<file path="src/rtl/sdrmon_pkg.sv">
// Shared types of the SDRAM command monitor: decoded command set,
// power-up phase and the error codes reported at the top level.
package sdrmon_pkg;

    typedef enum logic [3:0] {
        CMD_DESEL = 4'd0,
        CMD_NOP   = 4'd1,
        CMD_ACT   = 4'd2,
        CMD_RD    = 4'd3,
        CMD_WR    = 4'd4,
        CMD_BST   = 4'd5,
        CMD_PRE   = 4'd6,
        CMD_REF   = 4'd7,
        CMD_MRS   = 4'd8
    } cmd_e;

    typedef enum logic [1:0] {
        PH_PAUSE    = 2'd0,
        PH_WAIT_PRE = 2'd1,
        PH_SETUP    = 2'd2,
        PH_READY    = 2'd3
    } phase_e;

    // Lower value wins when several rules fail in one cycle.
    typedef enum logic [3:0] {
        ERR_NONE      = 4'd0,
        ERR_PAUSE_CMD = 4'd1,
        ERR_PAUSE_PIN = 4'd2,
        ERR_FIRST_CMD = 4'd3,
        ERR_MODE_SET  = 4'd4,
        ERR_RW_IDLE   = 4'd5,
        ERR_ACT_OPEN  = 4'd6,
        ERR_REF_OPEN  = 4'd7,
        ERR_EARLY_ACT = 4'd8
    } err_e;

endpackage

</file>
<file path="src/rtl/sdrmon_decode.sv">
// Command decoder.
// Turns the chip-select and strobe pins into one command value.
// Assumes the pins are sampled on the same edge as everything else;
// clock enable is judged by the phase tracker, not here.
module sdrmon_decode
    import sdrmon_pkg::*;
(
    input  logic cs_n,
    input  logic ras_n,
    input  logic cas_n,
    input  logic we_n,
    output cmd_e cmd
);

    // Purpose: map {ras_n,cas_n,we_n} to a command when selected.
    always_comb begin
        if (cs_n) begin
            cmd = CMD_DESEL;
        end else begin
            case ({ras_n, cas_n, we_n})
                3'b111:  cmd = CMD_NOP;
                3'b011:  cmd = CMD_ACT;
                3'b101:  cmd = CMD_RD;
                3'b100:  cmd = CMD_WR;
                3'b110:  cmd = CMD_BST;
                3'b010:  cmd = CMD_PRE;
                3'b001:  cmd = CMD_REF;
                default: cmd = CMD_MRS;
            endcase
        end
    end

endmodule

</file>
<file path="src/rtl/sdrmon_init.sv">
// Power-up phase tracker.
// Follows the pause, the precharge-all, the refresh count and the
// mode load, and reports the phase-dependent rule violations.
// Assumes all_closed reflects bank state before the current command.
module sdrmon_init
    import sdrmon_pkg::*;
#(
    parameter int PAUSE_CYCLES   = 20000,
    parameter int INIT_REFRESHES = 8,
    parameter int DQM_BITS       = 2
) (
    input  logic                clk,
    input  logic                rst_n,
    input  cmd_e                cmd,
    input  logic                a10,
    input  logic                cke,
    input  logic [DQM_BITS-1:0] dqm,
    input  logic                all_closed,
    output logic                init_done,
    output logic                e_pause_cmd,
    output logic                e_pause_pin,
    output logic                e_first_cmd,
    output logic                e_mode_set,
    output logic                e_early_act
);

    localparam int PW = $clog2(PAUSE_CYCLES + 1);
    localparam int RW = $clog2(INIT_REFRESHES + 1);
    localparam logic [PW-1:0] PAUSE_LAST = PW'(PAUSE_CYCLES - 1);
    localparam logic [RW-1:0] REF_TARGET = RW'(INIT_REFRESHES);

    phase_e        phase_q;
    logic [PW-1:0] pause_cnt_q;
    logic [RW-1:0] ref_cnt_q, ref_cnt_d;
    logic          mrs_seen_q, mrs_seen_d;
    logic          cke_q;
    logic          busy_cmd;
    logic          pre_all;

    assign busy_cmd  = (cmd != CMD_DESEL) && (cmd != CMD_NOP);
    assign pre_all   = (cmd == CMD_PRE) && a10;
    assign init_done = (phase_q == PH_READY);

    // Purpose: flag each phase rule broken by the current sample.
    always_comb begin
        e_pause_cmd = (phase_q == PH_PAUSE) && busy_cmd;
        e_pause_pin = (phase_q == PH_PAUSE) && (!cke || (dqm != '1));
        e_first_cmd = (phase_q == PH_WAIT_PRE) && busy_cmd && !pre_all;
        e_mode_set  = ((phase_q == PH_SETUP) || (phase_q == PH_READY)) &&
                      (cmd == CMD_MRS) && (!all_closed || !cke || !cke_q);
        e_early_act = (phase_q == PH_SETUP) && (cmd == CMD_ACT);
    end

    // Purpose: next values of the refresh count and mode-load marker.
    always_comb begin
        ref_cnt_d  = ref_cnt_q;
        mrs_seen_d = mrs_seen_q;
        if (phase_q == PH_SETUP) begin
            if ((cmd == CMD_REF) && (ref_cnt_q != REF_TARGET)) begin
                ref_cnt_d = ref_cnt_q + 1'b1;
            end
            if (cmd == CMD_MRS) begin
                mrs_seen_d = 1'b1;
            end
        end
    end

    // Purpose: remember clock enable of the previous cycle.
    always_ff @(posedge clk) begin
        if (!rst_n) begin
            cke_q <= 1'b0;
        end else begin
            cke_q <= cke;
        end
    end

    // Purpose: advance the power-up phase.
    always_ff @(posedge clk) begin
        if (!rst_n) begin
            phase_q     <= PH_PAUSE;
            pause_cnt_q <= '0;
            ref_cnt_q   <= '0;
            mrs_seen_q  <= 1'b0;
        end else begin
            case (phase_q)
                PH_PAUSE: begin
                    if (pause_cnt_q == PAUSE_LAST) begin
                        phase_q <= PH_WAIT_PRE;
                    end else begin
                        pause_cnt_q <= pause_cnt_q + 1'b1;
                    end
                end
                PH_WAIT_PRE: begin
                    if (pre_all) begin
                        phase_q <= PH_SETUP;
                    end
                end
                PH_SETUP: begin
                    ref_cnt_q  <= ref_cnt_d;
                    mrs_seen_q <= mrs_seen_d;
                    if ((ref_cnt_d == REF_TARGET) && mrs_seen_d) begin
                        phase_q <= PH_READY;
                    end
                end
                default: phase_q <= PH_READY;
            endcase
        end
    end

    // once ready, the monitor stays ready.
    p_done_holds_r6: assert property (@(posedge clk) disable iff (!rst_n)
        init_done |=> init_done);

    // readiness needs a mode load seen now or earlier.
    p_done_needs_mode_r6: assert property (@(posedge clk) disable iff (!rst_n)
        $rose(init_done) |-> ($past(mrs_seen_q) || $past(cmd == CMD_MRS)));

    // the pause counter never passes its last value.
    p_pause_bound_r2: assert property (@(posedge clk) disable iff (!rst_n)
        (phase_q == PH_PAUSE) |-> (pause_cnt_q <= PAUSE_LAST));

endmodule

</file>
<file path="src/rtl/sdrmon_banks.sv">
// Per-bank row tracker.
// Keeps one open bit per bank from ACTIVE, PRECHARGE and
// auto-precharge column commands, and reports bank-state violations.
// Assumes the ACTIVE and column commands carry a valid bank select.
module sdrmon_banks
    import sdrmon_pkg::*;
#(
    parameter int BA_BITS = 2
) (
    input  logic               clk,
    input  logic               rst_n,
    input  cmd_e               cmd,
    input  logic [BA_BITS-1:0] ba,
    input  logic               a10,
    output logic               all_closed,
    output logic               e_rw_idle,
    output logic               e_act_open,
    output logic               e_ref_open
);

    localparam int NUM_BANKS = 1 << BA_BITS;

    logic [NUM_BANKS-1:0] bank_open;
    logic                 col_cmd;

    assign col_cmd = (cmd == CMD_RD) || (cmd == CMD_WR);

    for (genvar g = 0; g < NUM_BANKS; g++) begin : g_bank
        localparam logic [BA_BITS-1:0] IDX = BA_BITS'(g);
        logic open_q;

        // Purpose: set or clear this bank's open bit.
        always_ff @(posedge clk) begin
            if (!rst_n) begin
                open_q <= 1'b0;
            end else if ((cmd == CMD_ACT) && (ba == IDX)) begin
                open_q <= 1'b1;
            end else if ((cmd == CMD_PRE) && (a10 || (ba == IDX))) begin
                open_q <= 1'b0;
            end else if (col_cmd && a10 && (ba == IDX)) begin
                open_q <= 1'b0;
            end
        end

        assign bank_open[g] = open_q;
    end

    // Purpose: report state rules against the bank bits before update.
    always_comb begin
        all_closed = (bank_open == '0);
        e_rw_idle  = col_cmd && !bank_open[ba];
        e_act_open = (cmd == CMD_ACT) && bank_open[ba];
        e_ref_open = (cmd == CMD_REF) && !all_closed;
    end

    // an activate leaves its bank open.
    p_act_opens_r8: assert property (@(posedge clk) disable iff (!rst_n)
        (cmd == CMD_ACT) |=> bank_open[$past(ba)]);

    // a column command with auto-precharge closes its bank.
    p_auto_pre_closes_r9: assert property (@(posedge clk) disable iff (!rst_n)
        (col_cmd && a10) |=> !bank_open[$past(ba)]);

    // precharge-all leaves every bank closed.
    p_pre_all_closes_r9: assert property (@(posedge clk) disable iff (!rst_n)
        ((cmd == CMD_PRE) && a10) |=> (bank_open == '0));

endmodule

</file>
<file path="src/rtl/sdrmon_refresh.sv">
// Refresh deadline watcher.
// Counts cycles since the last AUTO REFRESH once power-up is done and
// raises a sticky flag when REF_GAP cycles pass without one.
// Assumes REF_GAP is at least 2.
module sdrmon_refresh
    import sdrmon_pkg::*;
#(
    parameter int REF_GAP = 780
) (
    input  logic clk,
    input  logic rst_n,
    input  cmd_e cmd,
    input  logic init_done,
    output logic ref_overdue
);

    localparam int GW = $clog2(REF_GAP + 1);
    localparam logic [GW-1:0] GAP_LAST = GW'(REF_GAP - 1);

    logic [GW-1:0] gap_q;
    logic          late_q;

    assign ref_overdue = late_q;

    // Purpose: measure the refresh gap and latch a missed deadline.
    always_ff @(posedge clk) begin
        if (!rst_n) begin
            gap_q  <= '0;
            late_q <= 1'b0;
        end else if (!init_done || (cmd == CMD_REF)) begin
            gap_q <= '0;
        end else if (gap_q == GAP_LAST) begin
            late_q <= 1'b1;
        end else begin
            gap_q <= gap_q + 1'b1;
        end
    end

    // the overdue flag is sticky.
    p_overdue_sticky_r13: assert property (@(posedge clk) disable iff (!rst_n)
        ref_overdue |=> ref_overdue);

    // the flag cannot rise before the monitor is ready.
    p_overdue_after_init_r13: assert property (@(posedge clk) disable iff (!rst_n)
        $rose(ref_overdue) |-> $past(init_done));

    // the gap counter stays within its window.
    p_gap_bound_r13: assert property (@(posedge clk) disable iff (!rst_n)
        gap_q <= GAP_LAST);

endmodule

</file>
<file path="src/rtl/sdrmon_top.sv">
// SDRAM command protocol monitor, top level.
// Decodes the observed bus, feeds the phase tracker, the bank tracker
// and the refresh watcher, and latches the first rule violation.
// Assumes it only observes; it drives nothing on the memory bus.
module sdrmon_top
    import sdrmon_pkg::*;
#(
    parameter int PAUSE_CYCLES   = 20000,
    parameter int INIT_REFRESHES = 8,
    parameter int REF_GAP        = 780,
    parameter int BA_BITS        = 2,
    parameter int ADDR_BITS      = 13,
    parameter int AP_BIT         = 10,
    parameter int DQM_BITS       = 2
) (
    input  logic                 clk,
    input  logic                 rst_n,
    input  logic                 cke,
    input  logic                 cs_n,
    input  logic                 ras_n,
    input  logic                 cas_n,
    input  logic                 we_n,
    input  logic [BA_BITS-1:0]   ba,
    input  logic [ADDR_BITS-1:0] addr,
    input  logic [DQM_BITS-1:0]  dqm,
    output logic                 init_done,
    output logic                 err_flag,
    output logic [3:0]           err_code,
    output logic                 ref_overdue
);

    cmd_e cmd;
    logic a10;
    logic all_closed;
    logic e_pause_cmd, e_pause_pin, e_first_cmd, e_mode_set, e_early_act;
    logic e_rw_idle, e_act_open, e_ref_open;
    err_e new_err;
    err_e code_q;
    logic unused_addr_bits;

    assign a10              = addr[AP_BIT];
    assign unused_addr_bits = ^addr;

    sdrmon_decode u_decode (
        .cs_n  (cs_n),
        .ras_n (ras_n),
        .cas_n (cas_n),
        .we_n  (we_n),
        .cmd   (cmd)
    );

    sdrmon_init #(
        .PAUSE_CYCLES   (PAUSE_CYCLES),
        .INIT_REFRESHES (INIT_REFRESHES),
        .DQM_BITS       (DQM_BITS)
    ) u_init (
        .clk         (clk),
        .rst_n       (rst_n),
        .cmd         (cmd),
        .a10         (a10),
        .cke         (cke),
        .dqm         (dqm),
        .all_closed  (all_closed),
        .init_done   (init_done),
        .e_pause_cmd (e_pause_cmd),
        .e_pause_pin (e_pause_pin),
        .e_first_cmd (e_first_cmd),
        .e_mode_set  (e_mode_set),
        .e_early_act (e_early_act)
    );

    sdrmon_banks #(
        .BA_BITS (BA_BITS)
    ) u_banks (
        .clk        (clk),
        .rst_n      (rst_n),
        .cmd        (cmd),
        .ba         (ba),
        .a10        (a10),
        .all_closed (all_closed),
        .e_rw_idle  (e_rw_idle),
        .e_act_open (e_act_open),
        .e_ref_open (e_ref_open)
    );

    sdrmon_refresh #(
        .REF_GAP (REF_GAP)
    ) u_refresh (
        .clk         (clk),
        .rst_n       (rst_n),
        .cmd         (cmd),
        .init_done   (init_done),
        .ref_overdue (ref_overdue)
    );

    // Purpose: pick the lowest-numbered violation of this cycle.
    always_comb begin
        if      (e_pause_cmd) new_err = ERR_PAUSE_CMD;
        else if (e_pause_pin) new_err = ERR_PAUSE_PIN;
        else if (e_first_cmd) new_err = ERR_FIRST_CMD;
        else if (e_mode_set)  new_err = ERR_MODE_SET;
        else if (e_rw_idle)   new_err = ERR_RW_IDLE;
        else if (e_act_open)  new_err = ERR_ACT_OPEN;
        else if (e_ref_open)  new_err = ERR_REF_OPEN;
        else if (e_early_act) new_err = ERR_EARLY_ACT;
        else                  new_err = ERR_NONE;
    end

    // Purpose: hold the first violation until reset.
    always_ff @(posedge clk) begin
        if (!rst_n) begin
            code_q <= ERR_NONE;
        end else if (code_q == ERR_NONE) begin
            code_q <= new_err;
        end
    end

    assign err_code = code_q;
    assign err_flag = (code_q != ERR_NONE);

    // a latched code never changes before reset.
    p_first_err_kept_r12: assert property (@(posedge clk) disable iff (!rst_n)
        err_flag |=> $stable(err_code));

    // a violation always leaves a nonzero code behind.
    p_err_latched_r12: assert property (@(posedge clk) disable iff (!rst_n)
        (new_err != ERR_NONE) |=> err_flag);

    // no rule of the ready phase fires during the pause.
    p_pause_isolated_r2: assert property (@(posedge clk) disable iff (!rst_n)
        e_pause_cmd |-> !e_first_cmd && !e_mode_set && !e_early_act);

endmodule

</file>
<file path="config.mk">
export PLATFORM = sky130hd
export DESIGN_NAME = sdrmon_top
export DESIGN_NICKNAME = d
export VERILOG_FILES = /design/src/rtl/sdrmon_pkg.sv /design/src/rtl/sdrmon_decode.sv /design/src/rtl/sdrmon_init.sv /design/src/rtl/sdrmon_banks.sv /design/src/rtl/sdrmon_refresh.sv /design/src/rtl/sdrmon_top.sv
export SDC_FILE = /design/constraint.sdc
export NUM_CORES = 1
export LEC_CHECK = 0
export BUFFER_PORTS_ARGS = -buffer_cell sky130_fd_sc_hd__buf_2
export CAP_MARGIN = 0
export CORE_UTILIZATION = 60
export DETAILED_ROUTE_END_ITERATION = 8
export HOLD_SLACK_MARGIN = 0.02
export PLACE_DENSITY = 0.83
export SYNTH_ARGS = -nofsm -noshare
export SYNTH_HDL_FRONTEND = slang
export SYNTH_HIERARCHICAL = 1
export SYNTH_SLANG_ARGS = --single-unit
</file>
<file path="constraint.sdc">
create_clock -name clk -period 5.5 [get_ports clk]
set_clock_uncertainty 0.1 [all_clocks]
set_input_delay 1.375 -clock clk [delete_from_list [all_inputs] [get_ports clk]]
set_output_delay 1.375 -clock clk [all_outputs]
set_load 0.02 [all_outputs]
</file>
* Yosys cells after proc, flatten, opt, wreduce, memory -nomap -nowiden *
Cells that the tools add are included.

word-level totals
  bits in registers = 42
  bits of input ports = 24
  logic and storage cells = 136

cells by class
  $add $sub $neg = 3
  magnitude comparators = 1
  equal/unequal tests = 28
  muxes and demuxes = 32
  bitwise logic cells = 3
  reduce and logical (&&, ||, !) cells = 57

operator list
  operator                                             number
  two-way mux 4 bit                                    11
  one-hot mux 4 bit (7 select lines)                   1
  logical AND 1 bit                                    27
  adder 15 x 1 -> 15 bit, second input constant        1
  equality test 15 bit, second input constant          1
  two-way mux 1 bit                                    15
  equality test 3 bit, second input constant           4
  equality test 4 x 3 -> 1 bit, second input constant  3
  nonzero test 3 bit                                   4
  adder 10 x 1 -> 10 bit, second input constant        1
  equality test 10 bit, second input constant          1
  logical OR 1 bit                                     10
  equality test 2 bit, second input constant           4
  equality test 4 x 2 -> 1 bit, second input constant  2
  equality test 4 bit, second input constant           2
  logical NOT 4 bit                                    2
  nonzero test 4 bit                                   2
  equality test 3 x 2 -> 1 bit, second input constant  2
  logical NOT 1 bit                                    6
  two-way mux 2 bit                                    3
  inequality test 2 bit, second input constant         3
  one-hot mux 2 bit (3 select lines)                   1
  adder 4 x 1 -> 4 bit, second input constant          1
  equality test 2 x 1 -> 1 bit, second input constant  2
  other kinds (11)                                     15

* Logic depth before layout (Yosys ltp) *
Gate-level depths: netlist of run 1.

  word-level depth = 13
  gate-level depth with buffers = 8
  gate-level depth less buffers = 8

* By module *
The synthesis of run 1 kept the hierarchy.

by module, submodules not included
  module          times used  cells each  area each (µm²)
  sdrmon_init     1           146         1290.0
  sdrmon_refresh  1           61          519.2
  sdrmon_banks    1           45          372.9
  sdrmon_top      1           27          226.5
  sdrmon_decode   1           8           53.8

* Worst setup path before layout of run 1 *
No wires, ideal clock.

  kind = input to register
  from = input port cs_n
  to = register code_q[0], in the netlist err_code[0]
  setup time = 128 ps
  arrival time = 3611 ps
  required time = 5272 ps
  setup slack = 1661 ps
  stages on the path = 6
  path buffers = 0
  path through = nor4_1 nor4b_1 and3_1 and2b_1 a2111oi_1 o21ai_1

RTL lines
  element                 RTL line             RTL
  start: declaration      sdrmon_top.sv:19     input logic cs_n,
  two-way mux 4 bit       sdrmon_decode.sv:17  if (cs_n) begin
  equality test 4 bit     sdrmon_init.sv:50    (cmd == CMD_MRS) && (!all_closed || !cke || !cke_q);
  logical AND 1 bit       sdrmon_init.sv:49    e_mode_set = ((phase_q == PH_SETUP) || (phase_q == PH_READY)) &&
  logical AND 1 bit       sdrmon_init.sv:50
  named net e_mode_set    sdrmon_top.sv:35     logic e_pause_cmd, e_pause_pin, e_first_cmd, e_mode_set, e_early_act;
  two-way mux 4 bit       sdrmon_top.sv:101    else if (e_mode_set) new_err = ERR_MODE_SET;
  two-way mux 4 bit       sdrmon_top.sv:100    else if (e_first_cmd) new_err = ERR_FIRST_CMD;
  two-way mux 4 bit       sdrmon_top.sv:99     else if (e_pause_pin) new_err = ERR_PAUSE_PIN;
  two-way mux 4 bit       sdrmon_top.sv:98     if (e_pause_cmd) new_err = ERR_PAUSE_CMD;
  end signal: assignment  sdrmon_top.sv:114    code_q <= new_err;
  end: declaration        sdrmon_top.sv:38     err_e code_q;

The timed path passes the listed nets, and every way through them passes these cells.
A chain may end at the register's enable or synchronous reset.

* Final worst setup path of run 1 *
  from = input port cas_n
  to = register code_q[0], in the netlist err_code[0]

RTL lines
  element                                                     RTL line             RTL
  start: declaration                                          sdrmon_top.sv:21     input logic cas_n,
  equality test 3 x 1 -> 1 bit, or another cell as far along  sdrmon_decode.sv:20  case ({ras_n, cas_n, we_n})
  one-hot mux 4 bit (7 select lines) (*)                      sdrmon_decode.sv:20
  two-way mux 4 bit (*)                                       sdrmon_decode.sv:17
  named net cmd[1]                                            sdrmon_top.sv:32     cmd_e cmd;
  equality test 4 x 2 -> 1 bit (*)                            sdrmon_banks.sv:52   e_act_open = (cmd == CMD_ACT) && bank_open[ba];
  logical AND 1 bit (*)                                       sdrmon_banks.sv:52
  named net e_act_open                                        sdrmon_top.sv:36     logic e_rw_idle, e_act_open, e_ref_open;
  two-way mux 4 bit (*)                                       sdrmon_top.sv:103    else if (e_act_open) new_err = ERR_ACT_OPEN;
  two-way mux 4 bit (*)                                       sdrmon_top.sv:102    else if (e_rw_idle) new_err = ERR_RW_IDLE;
  two-way mux 4 bit (*)                                       sdrmon_top.sv:101
  two-way mux 4 bit (*)                                       sdrmon_top.sv:100
  two-way mux 4 bit (*)                                       sdrmon_top.sv:99
  two-way mux 4 bit (*)                                       sdrmon_top.sv:98

The timed path passes the listed nets; every way through them passes the cells marked *.

==> results.toml, run 1 <==
[cells_and_area]
num-fill-cells = 333
areaGrowthSynthToFinish_pct = 8.54
stdcell_area_um2 = 2670
post_route_cells_drive_above_1_share_pct = 15.1
finish.cell_count_without_fillers = 353
final_nets = 332
insertedDiodeCount = 0

[placement]
finalWeightedCongestion = 0.806
placed_area_um2 = 2580
portBuffers = 18
pre_cts_ws_ns = 1.72
numPlacedInstances = 345
dp_hpwl_mm = 3.37

[timing]
finalSetupTns_ns = 0
worst_slew_pin_slew_ns = 0.787
share_of_the_clock_period_used_by_the_worst_path_after_layout_pct = 63.7
setup_slack_ns = 2.00
upper_clock_frequency_limit_mhz = 285
timing_hold_violations_final = 0
slew_violations = 0
finalSetupViolCount = 0
min_period_ns = 3.50
setup_repair_after_global_routing_missed_its_margin = "false"
slew_headroom_pct = 47.1

[setup_path]
cp_cell_sequence = "buf_2 -> nor2_1 -> a211oi_2 -> nor4b_2 -> and2_1 -> nor2_1 -> a2111oi_1 -> o21ai_1"
largest_fanout_of_any_net_on_the_critical_path = 13
max_stage_delay_on_crit_path_ns = 0.61
worst_path_max_delay_cell = "sky130_fd_sc_hd__a211oi_2"
worstSetupStartpointType = "primary input"
cp_data_required_time_ns = 5.59
cpLargestDelayFamily = "compound AO/OA/AOI/OAI gates"
cp_data_arrival_time_ns = 3.59
crit_top_cell = "sky130_fd_sc_hd__nor2_1"
critPathBufInv = 1
critical_path.endpoint_type = "register"
critical_path_class = "in -> reg"

[run]
max_cap_check_violation_count = 0

[synthesis]
post_synthesis_instance_area_um2 = 2460
cell_count_after_synthesis = 287
netlist.area_leader.share_pct = 34.1
synthFlopType = "sky130_fd_sc_hd__dfxtp_1"
post_synth_main_area_contributors = "sky130_fd_sc_hd__dfxtp_1 (34%), sky130_fd_sc_hd__a21oi_1 (4.7%), sky130_fd_sc_hd__o31ai_1 (4.3%), sky130_fd_sc_hd__nand2_1 (3.2%), sky130_fd_sc_hd__nor2_1 (2.7%)"
synth_area_per_cell_um2 = 8.58
synth_enable_flop_cells = 0
postSynthRegisterBits = 42
netlist.top_cell.by_area = "sky130_fd_sc_hd__dfxtp_1"
synth.yosys.seq_area_share_pct = 34.1
synth_warnings = 6
syn-num-nets = 315
post_synth_most_frequent_cells = "sky130_fd_sc_hd__dfxtp_1 (42), sky130_fd_sc_hd__a21oi_1 (23), sky130_fd_sc_hd__nand2_1 (21), sky130_fd_sc_hd__nor2_1 (18), sky130_fd_sc_hd__o31ai_1 (14)"
post_synth_num_cell_types = 67
synthArstFlopShare_pct = 0
yosys.cell_count.top_type = "sky130_fd_sc_hd__dfxtp_1"

[drt]
vias_per_cell = 6.16
drc = 0
post_drt_wl_per_cell_um = 13.9
drt.antenna.violating_nets = 0
wl_mm = 4.91
vias = 2174
tritonroute_pass_1_iters = 4
dr.first_iter.drc_count = 130

[status]
outcome = "complete, no violations"

[global_routing]
grt_use_total_pct = 24.4
initial_antenna_violation_count = 0
grt_overflow = 0
vias_in_the_first_global_route = 1817
grt_pass1_wl_mm = 8.31
largest_net_degree_at_the_start_of_global_routing = 27

[floorplan]
pin_count = 31
floorplan.rows = 22
die_width_um = 66.1
die_h_um = 66.1
initial_core_util_pct = 64.8
design.die.area_um2 = 4360
std_cell_core_area_um2 = 3800

[cts]
cts.repair_timing.setup_buffer_count = 0
cts_sinks = 42
clk_latency_ns = 0.31
cts_hold_buf = 0
cts.root.buffer_cell = "sky130_fd_sc_hd__clkbuf_8"
post_cts.resized_instances = 0
clk_pin_slew_worst_paths_ns = 0.09
tritoncts = "built"
h_tree_depth = 2
clock_tree.buffer_depth = 2
tritoncts.num_buffers = 5

[pwr]
leakage_uw = 0.000910
power_uw = 592
peakVddDrop_v = 0.000118
power_density_nw_per_um2 = 222

[hold_path]
hold_path_class = "reg -> reg"
-- metrics by stage --
stage / util (%) / hold WS (ns)
floorplan: - / 0.347
global placement: 67.9 / 0.331
detailed placement: 67.9 / 0.342
CTS: 70.4 / 0.354
global route: 70.4 / 0.382
finish: 70.4 / 0.350
-- sequential cells by signal, summed over array words and instances (netlist names) --
name	cells
err_code	4
u_refresh/gap_q	10
u_init/cke_q	1
u_init/pause_cnt_q	15
u_banks/g_bank.open_q	4
u_init/phase_q	2
u_init/mrs_seen_q	1
u_refresh/ref_overdue	1
u_init/ref_cnt_q	4
-- cell type report --
cell class | count | area (um^2) | share of cell area, %
multi-input cells | 225 | 1540 | 57.4
flip-flops and latches | 42 | 841 | 31.5
repair buffers | 20 | 105 | 3.93
clock buffers | 5 | 68.8 | 2.57
well taps | 48 | 60.1 | 2.25
inverters | 10 | 37.5 | 1.40
clock inverters | 3 | 25.0 | 0.936
-- worst paths after layout --
| path | from | endpoint | slack, ns | cells past startpoint |
|---|---|---|---|---|
| hold reg to reg | u_refresh/ref_overdue | u_refresh/ref_overdue | 0.35 | 2 |
| setup reg to reg | u_init/pause_cnt_q[5] | u_init/pause_cnt_q[11] | 3.22 | 4 |
| setup / recovery | cas_n | err_code[0] | 2.00 | 8 |
| hold / removal | u_refresh/ref_overdue | u_refresh/ref_overdue | 0.35 | 2 |
-- cell usage in the layout, fill, tap and decap left out, types with 3 or more instances in the layout --
| cell type | instances |
|---|---|
| sky130_fd_sc_hd__dfxtp_1 | 42 |
| sky130_fd_sc_hd__a21oi_1 | 23 |
| sky130_fd_sc_hd__nand2_1 | 21 |
| sky130_fd_sc_hd__nor2_1 | 18 |
| sky130_fd_sc_hd__buf_2 | 18 |
| sky130_fd_sc_hd__o31ai_1 | 14 |
| sky130_fd_sc_hd__nand3_1 | 12 |
| sky130_fd_sc_hd__or3_1 | 10 |
| sky130_fd_sc_hd__inv_1 | 9 |
| sky130_fd_sc_hd__o21ai_0 | 8 |
| sky130_fd_sc_hd__or4_1 | 8 |
| sky130_fd_sc_hd__nor3_1 | 7 |
| sky130_fd_sc_hd__o21ai_1 | 6 |
| sky130_fd_sc_hd__nand3b_1 | 6 |
| sky130_fd_sc_hd__nand4_1 | 6 |
| sky130_fd_sc_hd__clkbuf_8 | 5 |
| sky130_fd_sc_hd__and2_1 | 5 |
| sky130_fd_sc_hd__nand4b_1 | 5 |
| sky130_fd_sc_hd__a31oi_1 | 5 |
| sky130_fd_sc_hd__xor2_1 | 5 |
| sky130_fd_sc_hd__ha_1 | 4 |
| sky130_fd_sc_hd__nor2b_1 | 3 |
| sky130_fd_sc_hd__nand2b_1 | 3 |
| sky130_fd_sc_hd__nor4_1 | 3 |
| sky130_fd_sc_hd__or3b_1 | 3 |
| sky130_fd_sc_hd__mux2i_1 | 3 |
| sky130_fd_sc_hd__or4b_1 | 3 |
-- per-layer routing --
layer	wire [um]	global-route usage, %	up-vias
met1	2500	34.5	992
met3	191	4.83	5
li1	-	-	1137
met5	0	0	-
met2	2150	35.8	40
met4	72	9.84	0
-- worst min-delay path: cells and delay by family (launching register included) --
kind	cells	cell delay (ns)
AOI/OAI and AO/OA	1	0.05
DFF	1	0.31
and+or+nand+nor	1	0.05
-- power breakdown --
part | internal (uW) | leakage (uW) | switching, uW
logic | 27.2 | 0.000525 | 39.7
registers | 311 | 0.000340 | 6.82
clock network | 91.6 | 0.0000447 | 116
total | 429 | 0.000910 | 163
-- logic make-up after synthesis --
logic type	count (synthesis)	share of synthesized area, %
simple gates	136	35.3
fa+ha+maj	4	2.03
compound gates	74	20.2
buf+inv	20	3.76
mux	4	2.13
xor+xnor	7	2.49
flops	42	34.1
No activity file was read; power rests on OpenSTA's default activity.
==> run 2: changes to the inputs <==
Settings changed: CORE_UTILIZATION 60 to 52, PLACE_DENSITY 0.83 to 0.77.
Clock period 5.5 ns to 3.2 ns, I/O delays scaled along.
==> run 2 against run 1 <==
  * Wire length up 4.8%
  * Worst hold slack got worse by 0.010 ns
  * Power rose by 66%
  * Sequential share of layout area decreased by 0.20 points
  * Global-route usage down 2.3 points
  * Clock-buffer cell count increased by 2
  * Largest cell class unchanged
==> results.toml, run 2 (synthesis results as in run 1) <==
[status]
outcome = "complete, no violations"

[cells_and_area]
post_route_cells_drive_above_1_share_pct = 15.3
final_nets = 336
insertedDiodeCount = 0
finalCoreUtilization_pct = 60.5
areaGrowthSynthToFinish_pct = 9.25
largest_register_ff_count = 15
regs_by_ff_count = "u_init/pause_cnt_q: 15 flops, u_refresh/gap_q: 10 flops"
layout_commonest_cell = "sky130_fd_sc_hd__dfxtp_1"
largest-register = "u_init/pause_cnt_q"
finish.cell_count_without_fillers = 360
most-common-layout-cells = "sky130_fd_sc_hd__dfxtp_1 (42), sky130_fd_sc_hd__a21oi_1 (23), sky130_fd_sc_hd__nand2_1 (21)"

[drt]
wl_mm = 5.15
dr.first_iter.drc_count = 90
drc = 0
vias = 2240
tritonroute_pass_1_iters = 6
drt.antenna.violating_nets = 0
vias_per_cell = 6.22
post_drt_wl_per_cell_um = 14.3

[timing]
hold-worst-slack_ns = 0.340
slew_headroom_pct = 48.2
setup_slack_ns = 0.526
slew_violations = 0
setup_repair_after_global_routing_missed_its_margin = "false"
finalSetupViolCount = 0
upper_clock_frequency_limit_mhz = 374
worst_slew_pin_slew_ns = 0.771
timing_hold_violations_final = 0
finalSetupTns_ns = 0
share_of_the_clock_period_used_by_the_worst_path_after_layout_pct = 83.6
min_period_ns = 2.67

[cts]
clk_pin_slew_worst_paths_ns = 0.07
cts.root.buffer_cell = "sky130_fd_sc_hd__clkbuf_8"
cts_hold_buf = 0
h_tree_depth = 2
clock_tree.buffer_depth = 2
cts.repair_timing.setup_buffer_count = 0
cts_sinks = 42
clk_latency_ns = 0.29
tritoncts.num_buffers = 5
post_cts.resized_instances = 0
tritoncts = "built"

[global_routing]
largest_net_degree_at_the_start_of_global_routing = 27
vias_in_the_first_global_route = 2025
grt_overflow = 0
initial_antenna_violation_count = 0
grt_use_total_pct = 22.1
grt_pass1_wl_mm = 9.05

[setup_path]
critical_path_class = "in -> reg"
critical_path.endpoint_type = "register"
cp_data_required_time_ns = 3.27
largest_fanout_of_any_net_on_the_critical_path = 13
cp_data_arrival_time_ns = 2.74
worstSetupStartpointType = "primary input"

[placement]
dp_hpwl_mm = 3.64
numPlacedInstances = 353
finalWeightedCongestion = 0.862
pre_cts_ws_ns = 0.283
portBuffers = 18

[hold_path]
hold_path_class = "reg -> reg"

[pwr]
seq_power_share_pct = 55.5
power_frac_clock_pct = 32.0
power_density_nw_per_um2 = 366
switch_share_pct = 25.3
power_report.internal_total_uw = 735
leakage_uw = 0.000924
peakVddDrop_v = 0.000233
power_switching_uw = 249
power.combinational.fraction_pct = 12.5

[floorplan]
die_width_um = 70.8
std_cell_core_area_um2 = 4440
die_h_um = 70.8
floorplan.rows = 24
pin_count = 31
design.die.area_um2 = 5010
initial_core_util_pct = 55.4

[run]
max_cap_check_violation_count = 0
==> run 2: layout make-up <==
cell class                 instances  area (um^2)
clock buffer                       7         76.3
fill                             389         1750
inverter                          10         37.5
multi-input combinational        225         1540
sequential                        42          841
tap                               52         65.1
timing repair buffer              24          135
==> run 2: routing by layer <==
metal | GRT usage, % | wire length, um | part of all wire, % | vias up
li1 | - | - | - | 1147
met1 | 28.7 | 2510 | 49 | 1050
met2 | 36.9 | 2410 | 47 | 36
met3 | 4.27 | 154 | 3.0 | 7
met4 | 7.33 | 65 | 1.3 | 0
met5 | 0 | 0 | 0 | -
==> run 2: through the flow <==
stage               cell area, um^2  total power [uW]
finish                         2690               984
global route                   2690              1040
CTS                            2690               999
detailed placement             2610               680
global placement               2610               676
floorplan                      2470               638
==> run 2: worst paths after layout <==
kind,from,to,slack (ns),cells past startpoint
hold / removal,u_refresh/ref_overdue,u_refresh/ref_overdue,0.34,2
setup reg to reg,u_init/pause_cnt_q[12],u_init/pause_cnt_q[11],0.92,4
setup / recovery,cas_n,err_code[0],0.53,8
hold reg to reg,u_refresh/ref_overdue,u_refresh/ref_overdue,0.34,2
==> run 2: worst max-delay path, stage by stage <==
cell	delay, ns
sky130_fd_sc_hd__buf_2	0.15
sky130_fd_sc_hd__mux2i_1	0.22
sky130_fd_sc_hd__nor2_1	0.18
sky130_fd_sc_hd__nor4b_1	0.46
sky130_fd_sc_hd__and3_1	0.31
sky130_fd_sc_hd__and2b_1	0.20
sky130_fd_sc_hd__a2111oi_1	0.29
sky130_fd_sc_hd__o21ai_1	0.13
==> run 2: power by group through the flow <==
stage | clock network (uW) | logic (uW) | registers (uW)
after global placement | 0 | 119 | 558
after detailed placement | 0 | 122 | 558
after CTS | 331 | 122 | 546
after floorplan | 0 | 75.3 | 562
after global routing | 357 | 135 | 547
final | 315 | 123 | 546
